$ cat src/rtl/rsp_pkg.sv
// Package: shared types of the serial register port.
// Assumes nothing beyond IEEE 1800-2017 enums.
package rsp_pkg;

    // Transfer phase: header byte first, then a data direction.
    typedef enum logic [1:0] {
        PH_HEADER = 2'd0,
        PH_WRITE  = 2'd1,
        PH_READ   = 2'd2
    } phase_t;

endpackage

$ cat src/rtl/rsp_sync.sv
// Module: multi-stage synchronizer for a vector of asynchronous pins.
// Assumes each bit is an independent level; a parameter picks the depth.
module rsp_sync #(
    parameter int WIDTH  = 3,
    parameter int STAGES = 2
) (
    input  logic             clk,
    input  logic             rst_n,
    input  logic [WIDTH-1:0] d,
    output logic [WIDTH-1:0] q
);

    generate
        if (STAGES == 1) begin : g_single
            logic [WIDTH-1:0] stage_q;

            // Capture the pins in a single register stage.
            always_ff @(posedge clk) begin
                if (!rst_n) stage_q <= '0;
                else        stage_q <= d;
            end

            assign q = stage_q;
        end else begin : g_chain
            logic [STAGES-1:0][WIDTH-1:0] chain_q;

            // Shift the pins through the synchronizer chain.
            always_ff @(posedge clk) begin
                if (!rst_n) chain_q <= '0;
                else        chain_q <= {chain_q[STAGES-2:0], d};
            end

            assign q = chain_q[STAGES-1];
        end
    endgenerate

endmodule

$ cat src/rtl/rsp_rx_shift.sv
// Module: receive shifter; assembles MSB-first bytes from sampled bits.
// Assumes 'sample' is a one-cycle pulse per rising serial clock edge;
// dropping 'active' discards any partial byte.
module rsp_rx_shift #(
    parameter int DATA_W = 8
) (
    input  logic              clk,
    input  logic              rst_n,
    input  logic              active,
    input  logic              sample,
    input  logic              din,
    output logic              byte_done,
    output logic [DATA_W-1:0] byte_q
);

    localparam int CNT_W = $clog2(DATA_W);
    localparam logic [CNT_W-1:0] LAST_BIT = CNT_W'(DATA_W - 1);

    logic [CNT_W-1:0]  bit_cnt;
    logic [DATA_W-1:0] shift_q;

    // Count bits, shift them in, and flag each finished byte.
    always_ff @(posedge clk) begin
        if (!rst_n || !active) begin
            bit_cnt   <= '0;
            shift_q   <= '0;
            byte_done <= 1'b0;
            byte_q    <= '0;
        end else begin
            byte_done <= 1'b0;
            if (sample) begin
                shift_q <= {shift_q[DATA_W-2:0], din};
                if (bit_cnt == LAST_BIT) begin
                    bit_cnt   <= '0;
                    byte_done <= 1'b1;
                    byte_q    <= {shift_q[DATA_W-2:0], din};
                end else begin
                    bit_cnt <= bit_cnt + CNT_W'(1);
                end
            end
        end
    end

    // a finished byte needs the port to have been active in the prior cycle
    a_r9_byte_needs_select: assert property (@(posedge clk) disable iff (!rst_n)
        byte_done |-> $past(active));

endmodule

$ cat src/rtl/rsp_tx_shift.sv
// Module: transmit shifter; drives the serial output MSB first.
// Assumes 'load' and 'shift' never coincide (the serial clock phase
// requirement keeps them apart); load wins if they do.
module rsp_tx_shift #(
    parameter int DATA_W = 8
) (
    input  logic              clk,
    input  logic              rst_n,
    input  logic              active,
    input  logic              shift,
    input  logic              load,
    input  logic [DATA_W-1:0] load_data,
    output logic              sdo
);

    logic [DATA_W-1:0] tx_q;
    logic              sdo_q;

    // Load a fetched byte or move the next bit out on a falling edge.
    always_ff @(posedge clk) begin
        if (!rst_n || !active) begin
            tx_q  <= '0;
            sdo_q <= 1'b0;
        end else if (load) begin
            tx_q <= load_data;
        end else if (shift) begin
            sdo_q <= tx_q[DATA_W-1];
            tx_q  <= {tx_q[DATA_W-2:0], 1'b0};
        end
    end

    assign sdo = sdo_q;

    // after an inactive cycle the output line is low
    a_r11_sdo_idle_low: assert property (@(posedge clk) disable iff (!rst_n)
        !active |=> !sdo);

endmodule

$ cat src/rtl/rsp_ctrl.sv
// Module: transfer controller; decodes the header, tracks the burst
// location with region wrap, and issues write and read strobes.
// Assumes bus_rdata is valid one cycle after bus_re and that
// ADDR_W is smaller than DATA_W (the top bit of the header is the flag).
module rsp_ctrl
    import rsp_pkg::*;
#(
    parameter int ADDR_W    = 7,
    parameter int DATA_W    = 8,
    parameter int RAM_DEPTH = 32,
    parameter int REG_BASE  = 32,
    parameter int REG_COUNT = 16
) (
    input  logic              clk,
    input  logic              rst_n,
    input  logic              active,
    input  logic              byte_done,
    input  logic [DATA_W-1:0] byte_in,
    input  logic [DATA_W-1:0] bus_rdata,
    output logic [ADDR_W-1:0] bus_addr,
    output logic              bus_we,
    output logic              bus_re,
    output logic [DATA_W-1:0] bus_wdata,
    output logic              load,
    output logic [DATA_W-1:0] load_data
);

    localparam logic [ADDR_W-1:0] RAM_LAST_A = ADDR_W'(RAM_DEPTH - 1);
    localparam logic [ADDR_W-1:0] REG_BASE_A = ADDR_W'(REG_BASE);
    localparam logic [ADDR_W-1:0] REG_LAST_A = ADDR_W'(REG_BASE + REG_COUNT - 1);

    // True when the address falls in the RAM or the register region.
    function automatic logic is_mapped(input logic [ADDR_W-1:0] a);
        return (a <= RAM_LAST_A) || ((a >= REG_BASE_A) && (a <= REG_LAST_A));
    endfunction

    // Next burst location, wrapping inside each region.
    function automatic logic [ADDR_W-1:0] next_loc(input logic [ADDR_W-1:0] a);
        if (a == RAM_LAST_A)      return '0;
        else if (a == REG_LAST_A) return REG_BASE_A;
        else                      return a + ADDR_W'(1);
    endfunction

    phase_t            phase;
    logic [ADDR_W-1:0] loc_q;
    logic              fetch_q;
    logic              issue_q;
    logic              map_q;
    logic              we_q;
    logic              re_q;
    logic              load_q;
    logic [ADDR_W-1:0] addr_q;
    logic [DATA_W-1:0] wdata_q;

    // Decode the header and step the burst location after each byte.
    always_ff @(posedge clk) begin
        if (!rst_n || !active) begin
            phase   <= PH_HEADER;
            loc_q   <= '0;
            fetch_q <= 1'b0;
        end else begin
            fetch_q <= 1'b0;
            if (byte_done) begin
                unique case (phase)
                    PH_HEADER: begin
                        loc_q <= byte_in[ADDR_W-1:0];
                        if (byte_in[DATA_W-1]) begin
                            phase <= PH_WRITE;
                        end else begin
                            phase   <= PH_READ;
                            fetch_q <= 1'b1;
                        end
                    end
                    PH_WRITE: loc_q <= next_loc(loc_q);
                    PH_READ: begin
                        loc_q   <= next_loc(loc_q);
                        fetch_q <= 1'b1;
                    end
                    default: phase <= PH_HEADER;
                endcase
            end
        end
    end

    // Drive the parallel strobes, address and write data.
    always_ff @(posedge clk) begin
        if (!rst_n || !active) begin
            we_q    <= 1'b0;
            re_q    <= 1'b0;
            issue_q <= 1'b0;
            load_q  <= 1'b0;
            map_q   <= 1'b0;
            addr_q  <= '0;
            wdata_q <= '0;
        end else begin
            we_q    <= 1'b0;
            re_q    <= 1'b0;
            issue_q <= 1'b0;
            load_q  <= issue_q;
            if (byte_done && (phase == PH_WRITE)) begin
                we_q    <= is_mapped(loc_q);
                addr_q  <= loc_q;
                wdata_q <= byte_in;
            end
            if (fetch_q) begin
                re_q    <= is_mapped(loc_q);
                map_q   <= is_mapped(loc_q);
                addr_q  <= loc_q;
                issue_q <= 1'b1;
            end
        end
    end

    assign bus_addr  = addr_q;
    assign bus_we    = we_q;
    assign bus_re    = re_q;
    assign bus_wdata = wdata_q;
    assign load      = load_q;
    assign load_data = map_q ? bus_rdata : '0;

    // a write strobe follows a byte completed by the receive shifter
    a_r3_we_after_byte: assert property (@(posedge clk) disable iff (!rst_n)
        bus_we |-> $past(byte_done));

    // write and read strobes never overlap
    a_r3_single_strobe: assert property (@(posedge clk) disable iff (!rst_n)
        !(bus_we && bus_re));

    // strobes only reach mapped locations
    a_r8_strobe_mapped: assert property (@(posedge clk) disable iff (!rst_n)
        (bus_we || bus_re) |-> is_mapped(bus_addr));

endmodule

$ cat src/rtl/rsp_serial_port.sv
// Module: top of the serial register port. It synchronizes the host pins,
// detects serial clock edges and joins the receive shifter, the
// controller and the transmit shifter.
// Assumes each serial clock phase lasts at least 8 clk cycles.
module rsp_serial_port #(
    parameter int ADDR_W      = 7,
    parameter int DATA_W      = 8,
    parameter int RAM_DEPTH   = 32,
    parameter int REG_BASE    = 32,
    parameter int REG_COUNT   = 16,
    parameter int SYNC_STAGES = 2
) (
    input  logic              clk,
    input  logic              rst_n,
    input  logic              pwr_down,
    input  logic              sel,
    input  logic              sck,
    input  logic              sdi,
    output logic              sdo,
    output logic [ADDR_W-1:0] bus_addr,
    output logic              bus_we,
    output logic              bus_re,
    output logic [DATA_W-1:0] bus_wdata,
    input  logic [DATA_W-1:0] bus_rdata
);

    logic [2:0]        pins_s;
    logic              sck_s;
    logic              sel_s;
    logic              sdi_s;
    logic              sck_q;
    logic              sck_rise;
    logic              sck_fall;
    logic              active;
    logic              byte_done;
    logic [DATA_W-1:0] byte_q;
    logic              load;
    logic [DATA_W-1:0] load_data;

    rsp_sync #(
        .WIDTH  (3),
        .STAGES (SYNC_STAGES)
    ) u_sync (
        .clk   (clk),
        .rst_n (rst_n),
        .d     ({sdi, sel, sck}),
        .q     (pins_s)
    );

    assign sck_s = pins_s[0];
    assign sel_s = pins_s[1];
    assign sdi_s = pins_s[2];

    // Remember the last synchronized serial clock level for edge detection.
    always_ff @(posedge clk) begin
        if (!rst_n) sck_q <= 1'b0;
        else        sck_q <= sck_s;
    end

    assign sck_rise = sck_s & ~sck_q;
    assign sck_fall = ~sck_s & sck_q;
    assign active   = sel_s & ~pwr_down;

    rsp_rx_shift #(
        .DATA_W (DATA_W)
    ) u_rx (
        .clk       (clk),
        .rst_n     (rst_n),
        .active    (active),
        .sample    (sck_rise),
        .din       (sdi_s),
        .byte_done (byte_done),
        .byte_q    (byte_q)
    );

    rsp_ctrl #(
        .ADDR_W    (ADDR_W),
        .DATA_W    (DATA_W),
        .RAM_DEPTH (RAM_DEPTH),
        .REG_BASE  (REG_BASE),
        .REG_COUNT (REG_COUNT)
    ) u_ctrl (
        .clk       (clk),
        .rst_n     (rst_n),
        .active    (active),
        .byte_done (byte_done),
        .byte_in   (byte_q),
        .bus_rdata (bus_rdata),
        .bus_addr  (bus_addr),
        .bus_we    (bus_we),
        .bus_re    (bus_re),
        .bus_wdata (bus_wdata),
        .load      (load),
        .load_data (load_data)
    );

    rsp_tx_shift #(
        .DATA_W (DATA_W)
    ) u_tx (
        .clk       (clk),
        .rst_n     (rst_n),
        .active    (active),
        .shift     (sck_fall),
        .load      (load),
        .load_data (load_data),
        .sdo       (sdo)
    );

    // a power-down held over two cycles keeps the parallel side quiet
    a_r10_pd_quiet: assert property (@(posedge clk) disable iff (!rst_n)
        (pwr_down && $past(pwr_down)) |-> (!bus_we && !bus_re));

endmodule

$ cat config.mk
export PLATFORM = sky130hd
export DESIGN_NAME = rsp_serial_port
export DESIGN_NICKNAME = d
export VERILOG_FILES = /design/src/rtl/rsp_pkg.sv /design/src/rtl/rsp_sync.sv /design/src/rtl/rsp_rx_shift.sv /design/src/rtl/rsp_tx_shift.sv /design/src/rtl/rsp_ctrl.sv /design/src/rtl/rsp_serial_port.sv
export SDC_FILE = /design/constraint.sdc
export NUM_CORES = 1
export LEC_CHECK = 0
export BUFFER_PORTS_ARGS = -buffer_cell sky130_fd_sc_hd__buf_2
export CAP_MARGIN = 10
export CORE_UTILIZATION = 55
export DETAILED_ROUTE_END_ITERATION = 16
export PLACE_DENSITY_LB_ADDON = 0.05
export SYNTH_ARGS = -nofsm -noshare
export SYNTH_HDL_FRONTEND = slang
export SYNTH_SLANG_ARGS = --single-unit
$ cat constraint.sdc
create_clock -name clk -period 3.2 [get_ports clk]
set_clock_uncertainty 0.05 [all_clocks]
set_input_delay 0.64 -clock clk [delete_from_list [all_inputs] [get_ports clk]]
set_output_delay 0.64 -clock clk [all_outputs]
set_load 0.05 [all_outputs]
Yosys cells after proc, flatten, opt, wreduce, memory -nomap -nowiden. Cells that the tools add are included.

Bits in registers: 65. Input port bits: 14. Output and inout port bits: 18. Word-level logic and storage cells: 75.

$add $sub $neg: 2. $lt $le $gt $ge: 3. Equal/unequal tests: 5. Multiplexer cells: 15. Bitwise logic cells: 12. Reductions and logical operators: 19.

Operators with widths (count): 2-to-1 mux 7 bit (4); 2-to-1 mux 8 bit (3); one-hot mux 7 bit (2 select lines) (1); OR reduction 2 bit (5); NOT 1 bit (9); AND reduction 2 bit (4); adder 7 x 1 -> 7 bit, second input constant (1); == test 7 x 5 -> 1 bit, second input constant (1); == test 7 x 6 -> 1 bit, second input constant (1); greater-or-equal comparator 7 x 6 -> 1 bit, second input constant (1); <= comparator 7 x 5 -> 1 bit, second input constant (1); <= comparator 7 x 6 -> 1 bit, second input constant (1); nonzero test 2 bit (3); one-hot mux 2 bit (2 select lines) (1); adder 3 x 1 -> 3 bit, second input constant (1); AND 1 bit (3); == test 3 bit, second input constant (1); 2-to-1 mux 1 bit (3); 2-to-1 mux 3 bit (1); == test 2 x 1 -> 1 bit, second input constant (1); == test 2 bit, second input constant (1); logical AND 1 bit (2); zero test 1 bit (2); zero test 2 bit (1); other kinds (3) (4).

Depth between registers and ports, before layout.
Word-level depth: 5. Mapped depth: 7. Depth with buffers taken out: 6.

By module. From an unflattened synthesis, not the netlist that was laid out.

Cells, all modules: 310. Area total of the unflattened synthesis: 2839.0 um2.

Modules (own cells, without submodules): rsp_ctrl (times used 1, cells each 175, area an instance 1388.8 um2, seq. area each 600.6 um2); rsp_rx_shift (times used 1, cells each 76, area an instance 784.5 um2, seq. area each 380.4 um2); rsp_tx_shift (times used 1, cells each 39, area an instance 440.4 um2, seq. area each 180.2 um2); rsp_sync (times used 1, cells each 15, area an instance 180.2 um2, seq. area each 120.1 um2); rsp_serial_port (times used 1, cells each 5, area an instance 45.0 um2, seq. area each 20.0 um2).

Worst setup path before layout. Ideal clock, no wire load.

Path kind: flip-flop to flip-flop. Start point: register u_ctrl.phase[0]. End point: register u_ctrl.loc_q[3]. Setup time: 0.134 ns. Arrival: 1.276 ns. Required time: 3.016 ns. Path slack: 1.740 ns. Cell stages (with the launch flop): 8. Path buffers: 1. Clock period less this slack: 1.460 ns. Cell sequence: dfxtp_1 > inv_1 > ha_1 > buf_2 > inv_2 > a21o_1 > o22ai_1 > o22ai_1.

Word-level cells in the longest chain between the ends: 4. Elaborated cells between the ends (all ways): 7. Those cells by class: eq/ne (2); mux (1); reduce/logical (4).

Ends and longest elaborated chain: start: declaration (RTL line rsp_ctrl.sv:44) `phase_t phase;`; start signal: assignment (RTL line rsp_ctrl.sv:58) `phase <= PH_HEADER;`; start signal: assignment (RTL line rsp_ctrl.sv:68) `phase <= PH_WRITE;`; start signal: assignment (RTL line rsp_ctrl.sv:70) `phase <= PH_READ;`; == test 2 bit / == test 2 x 1 -> 1 bit (equally long branches); OR reduction 2 bit (no line); nonzero test 2 bit (no line); AND reduction 2 bit (no line); end signal: assignment (RTL line rsp_ctrl.sv:66) `loc_q <= byte_in[ADDR_W-1:0];`; end signal: assignment (RTL line rsp_ctrl.sv:74) `PH_WRITE: loc_q <= next_loc(loc_q);`; end signal: assignment (RTL line rsp_ctrl.sv:76) `loc_q <= next_loc(loc_q);`; end: declaration (RTL line rsp_ctrl.sv:45) `logic [ADDR_W-1:0] loc_q;`.

Parallel ways exist; a longest one is shown, timed or not. A chain may end at the register's enable or synchronous reset.

Final worst setup path. Same ends and word-level chain as after synthesis.

==> impl_metrics.xml <==
<?xml version="1.0" encoding="UTF-8"?>
<metrics>
  <group name="logic_synthesis">
    <metric name="async_flop_share" unit="">0</metric>
    <metric name="yosys_warnings" unit="">0</metric>
    <metric name="syn_nets" unit="">327</metric>
    <metric name="yosysUniqueCellTypes" unit="">36</metric>
    <metric name="synth-edff-count" unit="">0</metric>
    <metric name="synth_seq_cells" unit="">65</metric>
    <metric name="postSynthCellCount" unit="">306</metric>
    <metric name="dominantRegCellSynth" unit="">dfxtp_1</metric>
    <metric name="ys_seq_area_frac" unit="">0.4990</metric>
    <metric name="netlist_area" unit="um2">2608</metric>
    <metric name="post_synth.cell_area_avg" unit="um2">8.521</metric>
  </group>
  <group name="grt">
    <metric name="initial_antenna_violation_count" unit="">0</metric>
    <metric name="grt_first_pass_wirelength" unit="um">8293</metric>
    <metric name="grt_pass1_vias" unit="">1853</metric>
    <metric name="globalRoute.totalOverflow" unit="">0</metric>
    <metric name="groute.usage.overall" unit="">0.2097</metric>
    <metric name="pin_count_of_the_biggest_net_entering_global_routing" unit="">24</metric>
  </group>
  <group name="clocking">
    <metric name="cts-hold-fix-buffers" unit="">0</metric>
    <metric name="cts_tree" unit="">built</metric>
    <metric name="tritoncts.num_buffers" unit="">9</metric>
    <metric name="cts_buffer_depth" unit="">2</metric>
    <metric name="cts_root_buf" unit="">clkbuf_8</metric>
    <metric name="later_pin_clock_latency_in_the_skew_report" unit="ns">0.33</metric>
    <metric name="post-cts-setup-buffer-count" unit="">0</metric>
    <metric name="cts.sink_count" unit="">65</metric>
    <metric name="clkSlewWorstSetupHoldPaths" unit="ns">0.07</metric>
    <metric name="cts_resized" unit="">0</metric>
    <metric name="cts-htree-levels" unit="">3</metric>
  </group>
  <group name="die">
    <metric name="design.portCount" unit="">32</metric>
    <metric name="placement_rows" unit="">24</metric>
    <metric name="fp.dieH" unit="um">70.86</metric>
    <metric name="initial_utilization" unit="">0.5867</metric>
    <metric name="floorplan.die_area" unit="um2">5020</metric>
    <metric name="design.core.area" unit="um2">4444</metric>
    <metric name="die_width" unit="um">70.86</metric>
  </group>
  <group name="sta">
    <metric name="grt_setup_unrepaired" unit="">no</metric>
    <metric name="finalSetupViolCount" unit="">0</metric>
    <metric name="tightest_hold_margin" unit="ns">0.3741</metric>
    <metric name="worstMarginPinSlew" unit="ns">0.5683</metric>
    <metric name="report.final.hold_viol_count" unit="">0</metric>
    <metric name="period_share" unit="">0.5421</metric>
    <metric name="postLayoutSetupSlackWorst" unit="ns">1.465</metric>
    <metric name="final_slew_violations" unit="">0</metric>
    <metric name="min_period" unit="ns">1.735</metric>
    <metric name="max-slew-margin-rel" unit="">0.6204</metric>
    <metric name="fmax" unit="MHz">576.5</metric>
    <metric name="setup_total_negative_slack" unit="ns">0</metric>
  </group>
  <group name="critical_path">
    <metric name="critPathCaptureType" unit="">flop</metric>
    <metric name="worst_ep_arrival_time" unit="ns">1.89</metric>
    <metric name="worstPathRequired" unit="ns">3.36</metric>
    <metric name="path_cells" unit="">inv_1, ha_1, inv_2, a21o_1, o22ai_1, o22ai_1</metric>
    <metric name="critPathLaunchType" unit="">flop</metric>
    <metric name="critPathSlowestCell" unit="">ha_1</metric>
    <metric name="critical-path-top-delay-family" unit="">adder cells</metric>
    <metric name="timing_worst_setup_path_type" unit="">flop to flop</metric>
    <metric name="number_of_buffers_and_inverters_on_the_critical_path" unit="">2</metric>
    <metric name="cpPeakStageDelay" unit="ns">0.51</metric>
    <metric name="worst-path-max-fanout" unit="">10</metric>
    <metric name="crit_path_frequent_cell" unit="">o22ai_1</metric>
  </group>
  <group name="final_layout">
    <metric name="area_growth" unit="%">14.44</metric>
    <metric name="number_of_inserted_diodes" unit="">0</metric>
    <metric name="fin_util" unit="">0.6715</metric>
    <metric name="share_of_post_route_cells_with_drive_strength_above_1" unit="">0.1538</metric>
    <metric name="layout.cells.most_common" unit="">dfxtp_1</metric>
    <metric name="filler_cell_count" unit="">394</metric>
    <metric name="mostFrequentLayoutCells" unit="">dfxtp_1 (65), nand2_1 (63), a21oi_1 (41)</metric>
    <metric name="final_net_count" unit="">355</metric>
    <metric name="stdcell_count" unit="">390</metric>
  </group>
  <group name="detailed_routing">
    <metric name="viasPerCell" unit="">5.333</metric>
    <metric name="vias" unit="">2080</metric>
    <metric name="first_pass_iters" unit="">6</metric>
    <metric name="remaining_antenna_violation_count_after_routing" unit="">0</metric>
    <metric name="drt-total-wl" unit="um">4806</metric>
    <metric name="route.detailed.wl_per_inst" unit="um">12.32</metric>
    <metric name="drc_errors" unit="">0</metric>
    <metric name="drt_iter0_markers" unit="">177</metric>
  </group>
  <group name="place">
    <metric name="pre_cts_slack" unit="ns">1.313</metric>
    <metric name="post-dp-hpwl" unit="um">3212</metric>
    <metric name="gp_congestion" unit="">0.8461</metric>
    <metric name="placed_cells" unit="">375</metric>
    <metric name="port_buffers" unit="">31</metric>
  </group>
  <group name="outcome">
    <metric name="run_status" unit="">finished, final reports clean</metric>
  </group>
  <group name="worst_hold_path">
    <metric name="worstHoldPathType" unit="">flop to flop</metric>
  </group>
  <group name="pwr">
    <metric name="powerDensity" unit="nW/um2">525.8</metric>
    <metric name="worst_ir_drop_vdd" unit="V">0.0003173</metric>
    <metric name="leakagePower" unit="nW">1.147</metric>
  </group>
  <group name="flow_run">
    <metric name="max_cap_viol_count" unit="">0</metric>
  </group>
</metrics>
==> flip-flops by register name, indices dropped and copies added, names as in the netlist, 2 cells and up <==
signal                  cells
u_ctrl.bus_wdata            8
u_rx.byte_q                 8
u_tx.tx_q                   8
u_ctrl.bus_addr             7
u_ctrl.loc_q                7
u_rx.shift_q                7
u_rx.bit_cnt                3
u_sync.g_chain.chain_q      3
u_sync.q                    3
u_ctrl.phase                2
==> final timing paths <==
kind / from / endpoint / slack [ns] / cells after the start
setup reg to reg: u_ctrl.phase[0] / u_ctrl.loc_q[3] / 1.47 / 6
setup / recovery: u_ctrl.phase[0] / u_ctrl.loc_q[3] / 1.47 / 6
hold / removal: u_ctrl.issue_q / u_ctrl.load / 0.37 / 1
hold reg to reg: u_ctrl.issue_q / u_ctrl.load / 0.37 / 1
==> per-layer routing <==
metal,global-route usage,vias to the layer above,part of all wire
li1,-,1093,-
met1,0.2735,924,0.49
met2,0.3194,53,0.44
met3,0.05698,10,0.048
met4,0.1089,0,0.019
met5,0,-,0
==> synth_stat cells (all sizes together) (2+ instances only) <==
cell | count | share of area
o22ai | 3 | 0.0072
nand2 | 63 | 0.091
and3 | 3 | 0.0077
nand3 | 21 | 0.040
clkbuf | 8 | 0.012
nor3 | 2 | 0.0038
inv | 5 | 0.0072
a31oi | 3 | 0.0072
nor2 | 12 | 0.020
ha | 7 | 0.034
mux2i | 10 | 0.038
buf | 9 | 0.019
a21oi | 41 | 0.079
dfxtp | 65 | 0.50
o21ai | 12 | 0.023
nor2b | 5 | 0.012
nand3b | 2 | 0.0058
nand2b | 5 | 0.012
and2 | 18 | 0.043
==> metrics by stage <==
step                      area [um2]  total power, mW
after floorplan                 2608           0.8454
after global placement          2770           0.8557
after detailed placement        2770           0.8561
after CTS                       2984            1.580
after global routing            2984            1.616
final                           2984            1.569
==> cells by family (layout without fill, tap and decap cells) <==
kind of cell	count (synthesis)	after routing	synth area share
AND/OR/NAND/NOR	132	132	0.2390
multiplexers	10	10	0.03839
adder cells (fa/ha/maj)	7	7	0.03359
buffers and inverters	22	54	0.03790
flip-flops	65	65	0.4990
AO/OA/AOI/OAI	69	69	0.1488
XOR/XNOR	1	1	0.003360
==> report_power, final <==
part / internal [mW] / leakage, nW / switching (mW)
Clock: 0.440 / 0.112 / 0.292
Combinational: 0.0109 / 0.511 / 0.0124
Sequential: 0.813 / 0.525 / 0.00137
==> layout make-up <==
class,instances,area [um2],area share
Tap cell,52,65.06,0.02180
Clock buffer,13,178.9,0.05996
Multi-Input combinational cell,219,1207,0.4046
Inverter,5,18.77,0.006289
Clock inverter,2,35.03,0.01174
Timing Repair Buffer,34,177.7,0.05954
Sequential cell,65,1301,0.4361
No activity file was read; power rests on OpenSTA's default activity.
